## config.mk

```make
export PLATFORM = sky130hd
export DESIGN_NAME = sd_resp_status_unit
export DESIGN_NICKNAME = d
export VERILOG_FILES = /design/src/rtl/sd_resp_pkg.sv /design/src/rtl/sd_cmd_ctrl.sv /design/src/rtl/sd_status_dp.sv /design/src/rtl/sd_resp_status_unit.sv
export SDC_FILE = /design/constraint.sdc
export NUM_CORES = 1
export LEC_CHECK = 0
export BUFFER_PORTS_ARGS = -buffer_cell sky130_fd_sc_hd__buf_2
export CAP_MARGIN = 20
export CORE_MARGIN = 2
export CORE_UTILIZATION = 56
export CTS_CLUSTER_DIAMETER = 100
export DETAILED_ROUTE_END_ITERATION = 6
export GPL_TIMING_DRIVEN = 0
export PLACE_DENSITY = 0.84
export SYNTH_ARGS = -nofsm -noshare
export SYNTH_HDL_FRONTEND = slang
export SYNTH_SLANG_ARGS = --single-unit
```

## constraint.sdc

```tcl
create_clock -name clk -period 3.2 [get_ports clk]
set_input_delay 0.64 -clock clk [delete_from_list [all_inputs] [get_ports clk]]
set_output_delay 0.64 -clock clk [all_outputs]
set_load 0.05 [all_outputs]
```

## src/rtl/sd_resp_pkg.sv

```systemverilog
package sd_resp_pkg;
  localparam int DATA_W    = 16;
  localparam int ADDR_W    = 4;
  localparam int RSP_WORDS = 8;
  localparam int RSP_BYTES = 2 * RSP_WORDS;
  localparam int RSP_W     = 8 * RSP_BYTES;
  localparam int CNT_W     = $clog2(RSP_BYTES + 1);

  localparam logic [ADDR_W-1:0] ADDR_CMD    = 4'd0;
  localparam logic [ADDR_W-1:0] ADDR_ARG_LO = 4'd1;
  localparam logic [ADDR_W-1:0] ADDR_ARG_HI = 4'd2;
  localparam logic [ADDR_W-1:0] ADDR_CFG    = 4'd3;
  localparam logic [ADDR_W-1:0] ADDR_STAT   = 4'd4;
  localparam logic [ADDR_W-1:0] ADDR_MASK   = 4'd5;

  localparam int CFG_ENABLE_BIT = 11;
  localparam logic [5:0] STOP_INDEX = 6'd12;

  localparam logic [31:0] CLASS1_ERR_MASK = 32'hFDF9_0000;
  localparam logic [15:0] CLASS6_ERR_MASK = 16'hE008;
  localparam logic [15:0] KEEP_ON_CLEAN   = 16'hB000;
  localparam logic [15:0] KEEP_ON_READY   = 16'hE000;
  localparam logic [15:0] BIT_ERR         = 16'h4000;
  localparam logic [15:0] BIT_BUSYCARD    = 16'h1000;
  localparam logic [15:0] BIT_TIMEOUT     = 16'h0080;
  localparam logic [15:0] CODE_DONE       = 16'h0001;
  localparam logic [15:0] CODE_STOPDONE   = 16'h0005;

  typedef enum logic [2:0] {
    RSP_NONE = 3'd0, RSP_SHORT = 3'd1, RSP_LONG = 3'd2,
    RSP_OCR  = 3'd3, RSP_ADDR  = 3'd6
  } rspClass_e;

  typedef struct packed {
    logic clrRsp;    // accepted command: zero the response registers
    logic initDone;  // init-only command completes at once
    logic decode;    // response present for a waiting command
    logic clrStat;   // write-one-to-clear on status
    logic wrMask;    // mask register write
  } ctlStrobes_t;
endpackage

```

## src/rtl/sd_cmd_ctrl.sv

```systemverilog
module sd_cmd_ctrl
  import sd_resp_pkg::*;
(
  input  logic              clk,
  input  logic              rstN,
  input  logic              regWe,
  input  logic [ADDR_W-1:0] regAddr,
  input  logic [DATA_W-1:0] regWrData,
  input  logic              rspValid,
  output ctlStrobes_t       strb,
  output logic [DATA_W-1:0] cmdWord,
  output logic [31:0]       argWord,
  output logic [DATA_W-1:0] cfgWord,
  output logic              pending,
  output logic              cmdIssue
);
  logic wrCmd, accept, initOnly;

  assign wrCmd    = regWe && (regAddr == ADDR_CMD);
  assign accept   = wrCmd && cfgWord[CFG_ENABLE_BIT];
  assign initOnly = regWrData[7] && (regWrData[5:0] == 6'd0);

  always_comb begin
    strb.clrRsp   = accept;
    strb.initDone = accept && initOnly;
    strb.decode   = rspValid && pending && !accept;
    strb.clrStat  = regWe && (regAddr == ADDR_STAT);
    strb.wrMask   = regWe && (regAddr == ADDR_MASK);
  end

  always_ff @(posedge clk or negedge rstN) begin
    if (!rstN) begin
      cmdWord  <= '0;
      argWord  <= '0;
      cfgWord  <= '0;
      pending  <= 1'b0;
      cmdIssue <= 1'b0;
    end else begin
      cmdIssue <= accept && !initOnly;
      if (accept) begin
        cmdWord <= regWrData;
        pending <= !initOnly;
      end else if (strb.decode) begin
        pending <= 1'b0;
      end
      if (regWe && regAddr == ADDR_ARG_LO) argWord[15:0]  <= regWrData;
      if (regWe && regAddr == ADDR_ARG_HI) argWord[31:16] <= regWrData;
      if (regWe && regAddr == ADDR_CFG)    cfgWord        <= regWrData;
    end
  end
endmodule

```

## src/rtl/sd_status_dp.sv

```systemverilog
module sd_status_dp
  import sd_resp_pkg::*;
(
  input  logic              clk,
  input  logic              rstN,
  input  ctlStrobes_t       strb,
  input  logic [DATA_W-1:0] cmdWord,
  input  logic [31:0]       argWord,
  input  logic [DATA_W-1:0] cfgWord,
  input  logic [ADDR_W-1:0] regAddr,
  input  logic [DATA_W-1:0] regWrData,
  input  logic [RSP_W-1:0]  rspData,
  input  logic [CNT_W-1:0]  rspCount,
  output logic [DATA_W-1:0] regRdData,
  output logic [DATA_W-1:0] statusWord,
  output logic [14:0]       maskWord,
  output logic              irq
);
  logic [DATA_W-1:0] rspReg [RSP_WORDS];
  logic [2:0]        rspClass;
  logic [CNT_W-1:0]  need;
  logic              screened, lenOk, timeout, storeRsp, errHit;
  logic [31:0]       cardStat;
  logic [15:0]       addrStat;
  logic [DATA_W-1:0] decStat, nextStat;

  assign rspClass = cmdWord[10:8];
  assign cardStat = rspData[RSP_W-1 -: 32];
  assign addrStat = rspData[RSP_W-17 -: 16];

  always_comb begin
    screened = (rspClass == RSP_SHORT) || (rspClass == RSP_LONG) ||
               (rspClass == RSP_OCR)   || (rspClass == RSP_ADDR);
    need     = (rspClass == RSP_LONG) ? CNT_W'(RSP_BYTES) : CNT_W'(4);
    lenOk    = rspCount >= need;
    timeout  = screened && !lenOk;
    storeRsp = screened && lenOk;
    errHit   = lenOk &&
               (((rspClass == RSP_SHORT) && |(cardStat & CLASS1_ERR_MASK)) ||
                ((rspClass == RSP_ADDR)  && |(addrStat & CLASS6_ERR_MASK)));

    decStat = statusWord;
    if (rspClass == RSP_OCR && lenOk)
      decStat = cardStat[31] ? (decStat & KEEP_ON_READY) : (decStat | BIT_BUSYCARD);
    decStat = errHit ? (decStat | BIT_ERR) : (decStat & KEEP_ON_CLEAN);
    if (timeout)                        decStat = decStat | BIT_TIMEOUT;
    else if (cmdWord[5:0] == STOP_INDEX) decStat = decStat | CODE_STOPDONE;
    else                                decStat = decStat | CODE_DONE;

    nextStat = statusWord;
    if (strb.decode)   nextStat = decStat;
    if (strb.initDone) nextStat = nextStat | CODE_DONE;
    if (strb.clrStat)  nextStat = nextStat & ~regWrData;
  end

  always_ff @(posedge clk or negedge rstN) begin
    if (!rstN) begin
      statusWord <= '0;
      maskWord   <= '0;
    end else begin
      statusWord <= nextStat;
      if (strb.wrMask) maskWord <= regWrData[14:0];
    end
  end

  for (genvar k = 0; k < RSP_WORDS; k++) begin : g_rsp
    always_ff @(posedge clk or negedge rstN) begin
      if (!rstN)                          rspReg[k] <= '0;
      else if (strb.clrRsp)               rspReg[k] <= '0;
      else if (strb.decode && storeRsp)   rspReg[k] <= rspData[16*k +: 16];
    end
  end

  assign irq = |(statusWord[14:0] & maskWord);

  always_comb begin
    regRdData = '0;
    if (regAddr[3]) regRdData = rspReg[regAddr[2:0]];
    else begin
      case (regAddr)
        ADDR_CMD:    regRdData = cmdWord;
        ADDR_ARG_LO: regRdData = argWord[15:0];
        ADDR_ARG_HI: regRdData = argWord[31:16];
        ADDR_CFG:    regRdData = cfgWord;
        ADDR_STAT:   regRdData = statusWord;
        ADDR_MASK:   regRdData = {1'b0, maskWord};
        default:     regRdData = '0;
      endcase
    end
  end
endmodule

```

## src/rtl/sd_resp_status_unit.sv

```systemverilog
module sd_resp_status_unit
  import sd_resp_pkg::*;
(
  input  logic              clk,
  input  logic              rstN,
  input  logic              regWe,
  input  logic [ADDR_W-1:0] regAddr,
  input  logic [DATA_W-1:0] regWrData,
  output logic [DATA_W-1:0] regRdData,
  output logic              cmdIssue,
  output logic [5:0]        cmdIndex,
  output logic [31:0]       cmdArg,
  input  logic              rspValid,
  input  logic [RSP_W-1:0]  rspData,
  input  logic [CNT_W-1:0]  rspCount,
  output logic              irq
);
  ctlStrobes_t       strb;
  logic [DATA_W-1:0] cmdWord, cfgWord, statusWord;
  logic [31:0]       argWord;
  logic [14:0]       maskWord;
  logic              pending;

  sd_cmd_ctrl u_ctrl (
    .clk, .rstN, .regWe, .regAddr, .regWrData, .rspValid,
    .strb, .cmdWord, .argWord, .cfgWord, .pending, .cmdIssue
  );

  sd_status_dp u_dp (
    .clk, .rstN, .strb, .cmdWord, .argWord, .cfgWord, .regAddr, .regWrData,
    .rspData, .rspCount, .regRdData, .statusWord, .maskWord, .irq
  );

  assign cmdIndex = cmdWord[5:0];
  assign cmdArg   = argWord;
endmodule

```

==> results_dict.tcl, run 1 <==
set metrics [dict create \
    status "finished, final reports clean" \
    antenna_found_initial 0 \
    r2r_start "u_ctrl.cmdWord[10]" \
    hp-class "input port to asynchronous set/reset pin" \
    row_count 50 \
    path_cells "buf_4 > buf_12 > buf_4 > mux4_2 > o211ai_1 > o211ai_1 > buf_2" \
    yosys_register_bits 225 \
    cp_max_fo 10 \
    path_class "input port to output pin" \
    slew_violations 0 \
    clkSlewWorstSetupHoldPaths_ns 0.06 \
    wl_per_cell_um 22.3 \
    critical-path-top-delay-family "buffers and inverters" \
    postRouteWirelength_mm 34.7 \
    pin_count 213 \
    crit_cells 7 \
    fin_crit_ns 3.18 \
    ant_nets 0 \
    die_width_um 143 \
    diodes 0 \
    r2r_cells 10 \
    cp.required_ns 2.56 \
    final_nets 1435 \
    initial_core_util_pct 57.6 \
    cts_root_buffer "clkbuf_16" \
    setup_viol 0 \
    h-tree-depth 1 \
    grt_max_degree 96 \
    cp-start-kind "input port" \
    die-area_sq_um 20500 \
    cts.hold.buffers_added 0 \
    drc_errors 0 \
    async_reset_ff_share_pct 100 \
    crit_path_start "regAddr[0]" \
    vdd_ir_drop_max_mv 0.406 \
    leakagePower_uw 0.00618 \
    drtIter0Drc 1292 \
    hold_violations 0 \
    syn_area_per_cell_sq_um 10.4 \
    max_slew_margin_pct 39.7 \
    drt_first_pass_iters 7 \
    clock-sinks 225 \
    synth-main-ff-cell "dfrtp_1" \
    netlist_area_sq_um 10800 \
    grt_pass1_vias 9638 \
    globalRouteOverflowTotal 0 \
    min_period_over_period_pct 99.5 \
    critPathBufInv 4 \
    fin_tns_setup_ns 0 \
    cts_buffers 24 \
    io_buffer_count 209 \
    die_y_um 143 \
    grt_pass1_wl_mm 53.4 \
    end_kind "output pin" \
    via_count 9614 \
    clk_latency_ns 0.52 \
    grt_use_total_pct 34.5 \
    ys_seq_area_share_pct 51.9 \
    fin_skew_ns 0.0146 \
    tritoncts "done" \
    syn2layout_area_growth_pct 21.5 \
    rrSetupSlack_ns 0.30 \
    core-area_sq_um 18800 \
    via_per_inst 6.19 \
    fmax_mhz 314 \
    final_cell_mix "nand2_1, buf_2, dfrtp_1, mux2_2, o21ai_0" \
    cap_violations 0 \
    yosysWarnings 0 \
    rsz0062_at_grt "false" \
    synth_cell_types 53 \
    timing.critical_path.to "regRdData[6]" \
    rr_endpoint "u_dp.rspReg[62]" \
    worst_pin_slew_ns 0.901 \
    dp_hpwl_mm 24.8 \
    final_common_cell "nand2_1" \
    netlist_instances 1039 \
    power.total_uw 7750 \
    place_congestion 0.949 \
    clockBufferDepth 3 \
    drive_gt1_share_pct 34.3 \
    fillCellCount 1367 \
    critPathArrivalTime_ns 2.54 \
    cp_slowest_cell "mux4_2" \
    max_stage_delay_ns 0.60 \
    synth_nets 1198 \
    synth-edff-count 0 \
    power_density_nw_per_um2 589 \
]
==> area by class of cell <==
class | count | area (sq um) | share of cell area, %
flip-flops and latches | 225 | 5630 | 42.7
multi-input cells | 730 | 4740 | 36.0
repair buffers | 211 | 1110 | 8.45
clock buffers | 37 | 721 | 5.47
plain buffers | 82 | 528 | 4.01
well taps | 260 | 325 | 2.47
clock inverters | 6 | 105 | 0.798
inverters | 2 | 7.51 | 0.0570
==> sequential cells by signal (all words and copies together) (netlist names) <==
register / cells
u_dp.maskWord: 15
u_ctrl.argWord: 32
u_ctrl.cmdWord: 16
u_dp.rspReg: 128
u_ctrl.cmdIssue: 1
u_dp.statusWord: 16
u_ctrl.cfgWord: 16
u_ctrl.pending: 1
==> Yosys cell counts, types with 2 or more instances <==
cell        n  share of area (%)
nor2b_1     2               0.12
nor4_1      3               0.17
mux4_2     32                6.6
buf_2      29                1.3
a222oi_1   13                1.2
a22o_1      5               0.40
mux2_2     95                9.9
buf_6      13                1.4
or4_1       2               0.14
nand3_1    13               0.60
a22oi_1    19                1.3
o21ai_1    50                2.3
ha_1        2               0.23
a21oi_1    30                1.4
and2_1      3               0.17
inv_1       2              0.069
nor3_1      9               0.42
a221o_1     4               0.37
clkbuf_1   28               0.97
and3_1     13               0.75
o211ai_1    7               0.48
nand2_1   327                 11
nand4_1     2               0.12
nand2b_1    4               0.23
nor2_1      7               0.24
a21boi_0    2               0.14
o21ai_0    59                2.7
dfrtp_1   225                 52
buf_1       4               0.14
nor3b_1     5               0.35
buf_4       8               0.55
==> through the flow <==
step                      hold slack, ns  area, sq um  cells  setup slack [ns]  utilization, %
final                             0.0535        13200   1553            0.0171            70.0
after global routing              0.0864        13200   1553           0.00480            70.0
after CTS                         0.0674        13200   1553            0.0193            69.9
after detailed placement           0.464        12300   1510            -0.394            65.2
after global placement             0.456        12200   1508             -2.32            64.9
after floorplan                    0.344        10800   1039            0.0472               -
==> report_power, final <==
part | switching, uW | internal (uW) | leakage (uW)
Combinational | 966 | 528 | 0.00276
Sequential | 226 | 3130 | 0.00302
Clock | 1120 | 1790 | 0.000406
Total | 2310 | 5440 | 0.00618
==> timing repair <==
item | 4_1_cts | 5_1_grt
resized for setup | 22 | 6
endpoints found under the setup margin | 16 | 10
setup buffers | 0 | 0
pin swaps | 0 | 1
==> per-layer routing <==
layer,vias up,GRT usage [%],wire length [um]
met2,745,53.8,16000
met4,0,17.6,1820
met1,4615,46.0,12700
met3,146,7.38,4130
met5,-,0,0
li1,4108,-,-
==> worst min-delay path by stage <==
| stage | slack (ns) | end | depth (start not counted) |
|---|---|---|---|
| after floorplan | 0.34 | u_ctrl.argWord[0] | 0 |
| after global placement | 0.46 | u_ctrl.cmdWord[11] | 2 |
| after detailed placement | 0.46 | u_ctrl.cmdWord[6] | 2 |
| after CTS | 0.07 | u_ctrl.cfgWord[8] | 1 |
| after global routing | 0.09 | u_ctrl.argWord[28] | 1 |
| final | 0.05 | u_ctrl.cfgWord[8] | 1 |
==> logic make-up (layout without fill, tap and decap cells) <==
group           count (synthesis)  count (layout)  synth area share (%)
compound gates                199             199                  11.2
mux                           128             128                  16.6
simple gates                  401             401                  15.6
fa+ha+maj                       2               2                 0.231
flops                         225             225                  51.9
buf+inv                        84             338                  4.42
(Power assumes the default switching activity.)
==> inputs of run 2 (changes only) <==
- BUFFER_PORTS_ARGS: -buffer_cell sky130_fd_sc_hd__buf_2 -> unset
- CORE_UTILIZATION: 56 -> 64
- DONT_BUFFER_PORTS: unset -> 1
- PLACE_DENSITY: 0.84 -> 0.83
==> run 2 against run 1 <==
The flow now finishes with violations (hold timing, setup timing); final area shrank 8.4%; wire length down 3.6%; global-route usage is 3.3 points higher; worst setup slack lost 0.021 ns; via count decreased by 8.7%; hold slack worse by 0.23 ns; critical path depth is 2 lower; sequential cell count unchanged; register-to-register slack improved by 0.03 ns; combinational power fell by 44%; count of clock-buffer cells in the layout shrank 3; critical endpoint is now regRdData[7].
==> results_dict.tcl, run 2 (synthesis results as in run 1) <==
set metrics [dict create \
    die-area_sq_um 18000 \
    p_seq_share_pct 50.8 \
    grt_max_degree 226 \
    cp-start-kind "input port" \
    slew_violations 0 \
    switchingPower_uw 2200 \
    clkPwrFrac_pct 37.7 \
    cts_root_buffer "clkbuf_16" \
    status "complete, but fails checks" \
    crit_path_start "regAddr[1]" \
    initial_core_util_pct 65.4 \
    dp_hpwl_mm 22.9 \
    rrSetupSlack_ns 0.33 \
    worst_pin_slew_ns 1.16 \
    drt_first_pass_iters 5 \
    met1_usage_pct 49.9 \
    setup_ws_ns -0.00427 \
    path_class "input port to output pin" \
    violations "hold timing, setup timing" \
    globalRouteOverflowTotal 0 \
    cap_violations 0 \
    tritoncts "done" \
    cts_buffers 24 \
    clock-sinks 225 \
    cp.required_ns 2.56 \
    sw_frac_of_total_pct 30.2 \
    regMostFlops "u_dp.rspReg" \
    vdd_ir_drop_max_mv 0.575 \
    syn2layout_area_growth_pct 11.3 \
    drive_gt1_share_pct 22.6 \
    hold_violations 225 \
    die_y_um 134 \
    reg_top3 "u_dp.rspReg: 128 flops, u_ctrl.argWord: 32 flops" \
    core-area_sq_um 16600 \
    rsz0062_at_grt "false" \
    r2r_start "u_ctrl.cmdWord[8]" \
    fin_tns_setup_ns -0.00427 \
    pin_count 213 \
    clkSlewWorstSetupHoldPaths_ns 0.06 \
    io_buffer_count 0 \
    grt.busiest_layer "met2" \
    grt_pass1_wl_mm 51.3 \
    p_int_uw 5090 \
    leakagePower_uw 0.00533 \
    drtIter0Drc 1067 \
    fin_skew_ns 0.0152 \
    setup_viol 1 \
    p_comb_share_pct 11.5 \
    fillCellCount 1196 \
    end_kind "output pin" \
    design_area_sq_um 12100 \
    clk_latency_ns 0.53 \
    drc_errors 0 \
    grt_use_total_pct 37.8 \
    rr_endpoint "u_dp.rspReg[41]" \
    via_per_inst 6.72 \
    final_common_cell "nand2_1" \
    place_congestion 0.945 \
    final_nets 1229 \
    postRouteWirelength_mm 33.4 \
    ant_nets 0 \
    wl_per_cell_um 25.6 \
    whs_ns -0.180 \
    fmax_mhz 312 \
    r2r_cells 8 \
    diodes 0 \
    placed_cell_area_sq_um 11100 \
    critPathArrivalTime_ns 2.56 \
    via_count 8779 \
    fin_crit_ns 3.20 \
    antenna_found_initial 0 \
    final_cell_mix "nand2_1, dfrtp_1, mux2_2, o21ai_0, o21ai_1" \
    max_slew_margin_pct 22.0 \
    min_period_over_period_pct 100 \
    die_width_um 134 \
    clockBufferDepth 3 \
    hp-class "input port to asynchronous set/reset pin" \
    h-tree-depth 1 \
    timing.critical_path.to "regRdData[7]" \
    row_count 47 \
    power_density_nw_per_um2 605 \
    grt.met2_usage_pct 59.7 \
    grt_pass1_vias 8840 \
    grtUsageMet3_pct 8.88 \
    cp_max_fo 10 \
    largest_reg_flops 128 \
]
## run 2: per-stage QoR
step | power [uW] | std cells | utilization, % | worst slack (ns) | hold slack [ns]
detailed placement | 4540 | 1259 | 67.0 | -0.543 | 0.354
global placement | 4500 | 1259 | 67.0 | -0.479 | 0.353
CTS | 7270 | 1301 | 72.4 | 0.00405 | -0.194
finish | 7300 | 1306 | 72.8 | -0.00427 | -0.180
floorplan | 4340 | 1039 | - | 0.0472 | 0.344
global route | 7500 | 1306 | 72.8 | 0.00429 | -0.196
## run 2: power by group through the flow
stage                     Clock [uW]  Combinational, uW  Sequential, uW
after floorplan                    0                678            3660
after global routing            2870                893            3740
final                           2750                837            3710
after CTS                       2750                822            3700
after global placement             0                771            3730
after detailed placement           0                797            3750
## run 2: per-layer routing
metal  vias up  routed length [um]
li1       3712                   -
met1      4302               12000
met2       641               15900
met3       124                3820
met4         0                1750
met5         -                   0
## run 2: how the worst min path moves through the flow
stage | start | endpoint | slack (ns) | cells past startpoint
after floorplan | rstN | u_ctrl.argWord[0] | 0.34 | 0
after global placement | rstN | u_ctrl.argWord[24] | 0.35 | 0
after detailed placement | rstN | u_ctrl.argWord[24] | 0.35 | 0
after CTS | rstN | u_dp.rspReg[13] | -0.19 | 0
after global routing | rstN | u_ctrl.cmdWord[15] | -0.20 | 0
final | rstN | u_ctrl.argWord[24] | -0.18 | 0
## run 2: cell type report
type | instances | area, sq um | area share [%]
inverter | 2 | 7.51 | 0.0622
sequential | 225 | 5630 | 46.7
timing repair buffer | 6 | 45.0 | 0.373
tap | 220 | 275 | 2.28
buffer | 81 | 546 | 4.52
multi-input combinational | 730 | 4790 | 39.7
clock inverter | 8 | 110 | 0.912
clock buffer | 34 | 658 | 5.45
## run 2: what timing repair did
action	4_1_cts	5_1_grt
resized for setup	36	11
endpoints found under the setup margin	16	10
hold endpoints to repair	225	225
buffers inserted	0	6
pin swaps	3	4
## run 2: critical path: stages
cell	delay, ns
buf_2	0.19
clkbuf_2	0.40
mux4_2	0.44
mux2_2	0.31
a221o_1	0.57
==> inputs of run 3 (changes only) <==
==> constraint.sdc (replaced) <==
create_clock -name clk -period 3.2 [get_ports clk]
set_input_delay 0.64 -clock clk [delete_from_list [all_inputs] [get_ports clk]]
set_output_delay 0.64 -clock clk [all_outputs]
set_load 0.1 [all_outputs]
==> run 3 against run 2 <==
The run ends with DRC, hold timing left; combinational power grew 27%; fmax grew 0.86%; core utilization grew 1.3 points; via count grew 0.72%; clock power grew 7.6%; worst setup slack gained 0.027 ns; global-route usage shrank 0.20 points; count of clock-buffer cells in the layout is the same; total power grew 11%; die area is the same; final area grew 1.8%; sequential cell count is the same; critical path type unchanged.
==> results_dict.tcl, run 3 (synthesis results as in run 1) <==
set metrics [dict create \
    status "complete, but fails checks" \
    violations "DRC, hold timing" \
    dp_hpwl_mm 23.5 \
    grt_max_degree 226 \
    fin_skew_ns 0.0206 \
    pin_count 213 \
    io_buffer_count 0 \
    final_cell_mix "nand2_1, dfrtp_1, mux2_2, o21ai_0, o21ai_1" \
    antenna_found_initial 1 \
    cpMostUsedCell "buf_12" \
    cts_root_buffer "clkbuf_16" \
    hp-class "input port to asynchronous set/reset pin" \
    die_width_um 134 \
    fillCellCount 1127 \
    worst_pin_slew_ns 1.01 \
    drt_first_pass_iters 7 \
    path_cells "buf_8 > buf_12 > buf_12 > buf_6 > mux2_2 > a222oi_1 > o211ai_1 > clkbuf_16" \
    grt_pass1_wl_mm 51.0 \
    cp_slowest_cell "a222oi_1" \
    clockBufferDepth 3 \
    slew_violations 0 \
    reg_top3 "u_dp.rspReg: 128 flops, u_ctrl.argWord: 32 flops" \
    grt_use_total_pct 37.6 \
    fmax_mhz 315 \
    globalRouteOverflowTotal 0 \
    end_kind "output pin" \
    drive_gt1_share_pct 24.4 \
    cp_max_fo 10 \
    clock-sinks 225 \
    path_class "input port to output pin" \
    critPathArrivalTime_ns 2.54 \
    regMostFlops "u_dp.rspReg" \
    place_congestion 0.959 \
    clk_latency_ns 0.53 \
    drtIter0Drc 1102 \
    die_y_um 134 \
    initial_core_util_pct 65.4 \
    final_common_cell "nand2_1" \
    fin_crit_ns 3.18 \
    wl_per_cell_um 25.7 \
    critPathBufInv 5 \
    cp.required_ns 2.56 \
    ant_nets 0 \
    whs_ns -0.176 \
    core-area_sq_um 16600 \
    vdd_ir_drop_max_mv 0.455 \
    drc_errors 3 \
    row_count 47 \
    clkSlewWorstSetupHoldPaths_ns 0.06 \
    cts_buffers 24 \
    diodes 0 \
    postRouteWirelength_mm 33.4 \
    rsz0062_at_grt "true" \
    leakagePower_uw 0.00540 \
    die-area_sq_um 18000 \
    max_stage_delay_ns 0.38 \
    critical-path-top-delay-family "buffers and inverters" \
    max_slew_margin_pct 32.9 \
    power.total_uw 8110 \
    cp-start-kind "input port" \
    h-tree-depth 1 \
    postCtsSetupBuffers 0 \
    final_nets 1227 \
    tritoncts "done" \
    syn2layout_area_growth_pct 13.2 \
    via_count 8842 \
    min_period_over_period_pct 99.3 \
    via_per_inst 6.79 \
    setup_viol 0 \
    fin_tns_setup_ns 0 \
    largest_reg_flops 128 \
    grt_pass1_vias 9028 \
    hold_violations 225 \
    cap_violations 0 \
    power_density_nw_per_um2 660 \
]
## run 3: changes by cell type in the layout (fill, tap and decap cells not counted), moves of 4 or more
cell,before,now
dfrtp_1,225,212
nand3_2,8,0
a221o_2,0,4
clkbuf_1,31,23
dfrtp_2,0,13
nand3_4,0,8
a221o_1,4,0
clkbuf_8,2,8
## run 3: where the power goes
group	switching [uW]	internal (uW)	total (uW)
sequential	967	3120	4090
clock	1130	1830	2960
combinational	641	416	1060
## run 3: area by class of cell
cell class | count | area (sq um) | area share [%]
Tap cell | 220 | 275 | 2.24
Multi-Input combinational cell | 730 | 4860 | 39.6
Sequential cell | 225 | 5650 | 46.0
Clock inverter | 6 | 105 | 0.856
Clock buffer | 34 | 739 | 6.02
Inverter | 2 | 7.51 | 0.0611
Timing Repair Buffer | 4 | 108 | 0.876
Buffer | 81 | 533 | 4.34
## run 3: final timing paths
kind,slack [ns],depth (start not counted),startpoint,end
min in group clk,0.19,1,regWrData[0],u_dp.statusWord[0]
max reg2reg,0.13,9,u_ctrl.cmdWord[10],u_dp.rspReg[38]
min,-0.18,0,rstN,u_dp.rspReg[40]
max,0.02,8,regAddr[0],regRdData[11]
max in group asynchronous,2.94,0,rstN,u_dp.rspReg[49]
min reg2reg,0.48,2,u_ctrl.cmdWord[15],u_ctrl.cmdWord[15]
## run 3: per-layer routing
| metal | up-vias | GRT usage, % | share of wire, % |
|---|---|---|---|
| li1 | 3694 | - | - |
| met1 | 4361 | 51.0 | 37 |
| met2 | 657 | 58.0 | 46 |
| met3 | 130 | 9.60 | 12 |
| met4 | 0 | 17.0 | 4.9 |
| met5 | - | 0 | 0 |
## run 3: stage by stage
| stage | cells | setup slack, ns | cell area, sq um | utilization [%] |
|---|---|---|---|---|
| detailed placement | 1263 | -0.430 | 11300 | 68.3 |
| global placement | 1259 | -0.715 | 11200 | 67.6 |
| floorplan | 1039 | -0.400 | 10900 | - |
| finish | 1302 | 0.0229 | 12300 | 74.0 |
| CTS | 1303 | 0.00000289 | 12300 | 73.9 |
| global route | 1302 | -0.0433 | 12300 | 74.0 |
## run 3: timing repair
action / in CTS / in global routing
gates resized for setup: 27 / 13
endpoints found under the hold margin: 225 / 225
endpoints found under the setup margin: 16 / 18
pin swaps: 2 / 3
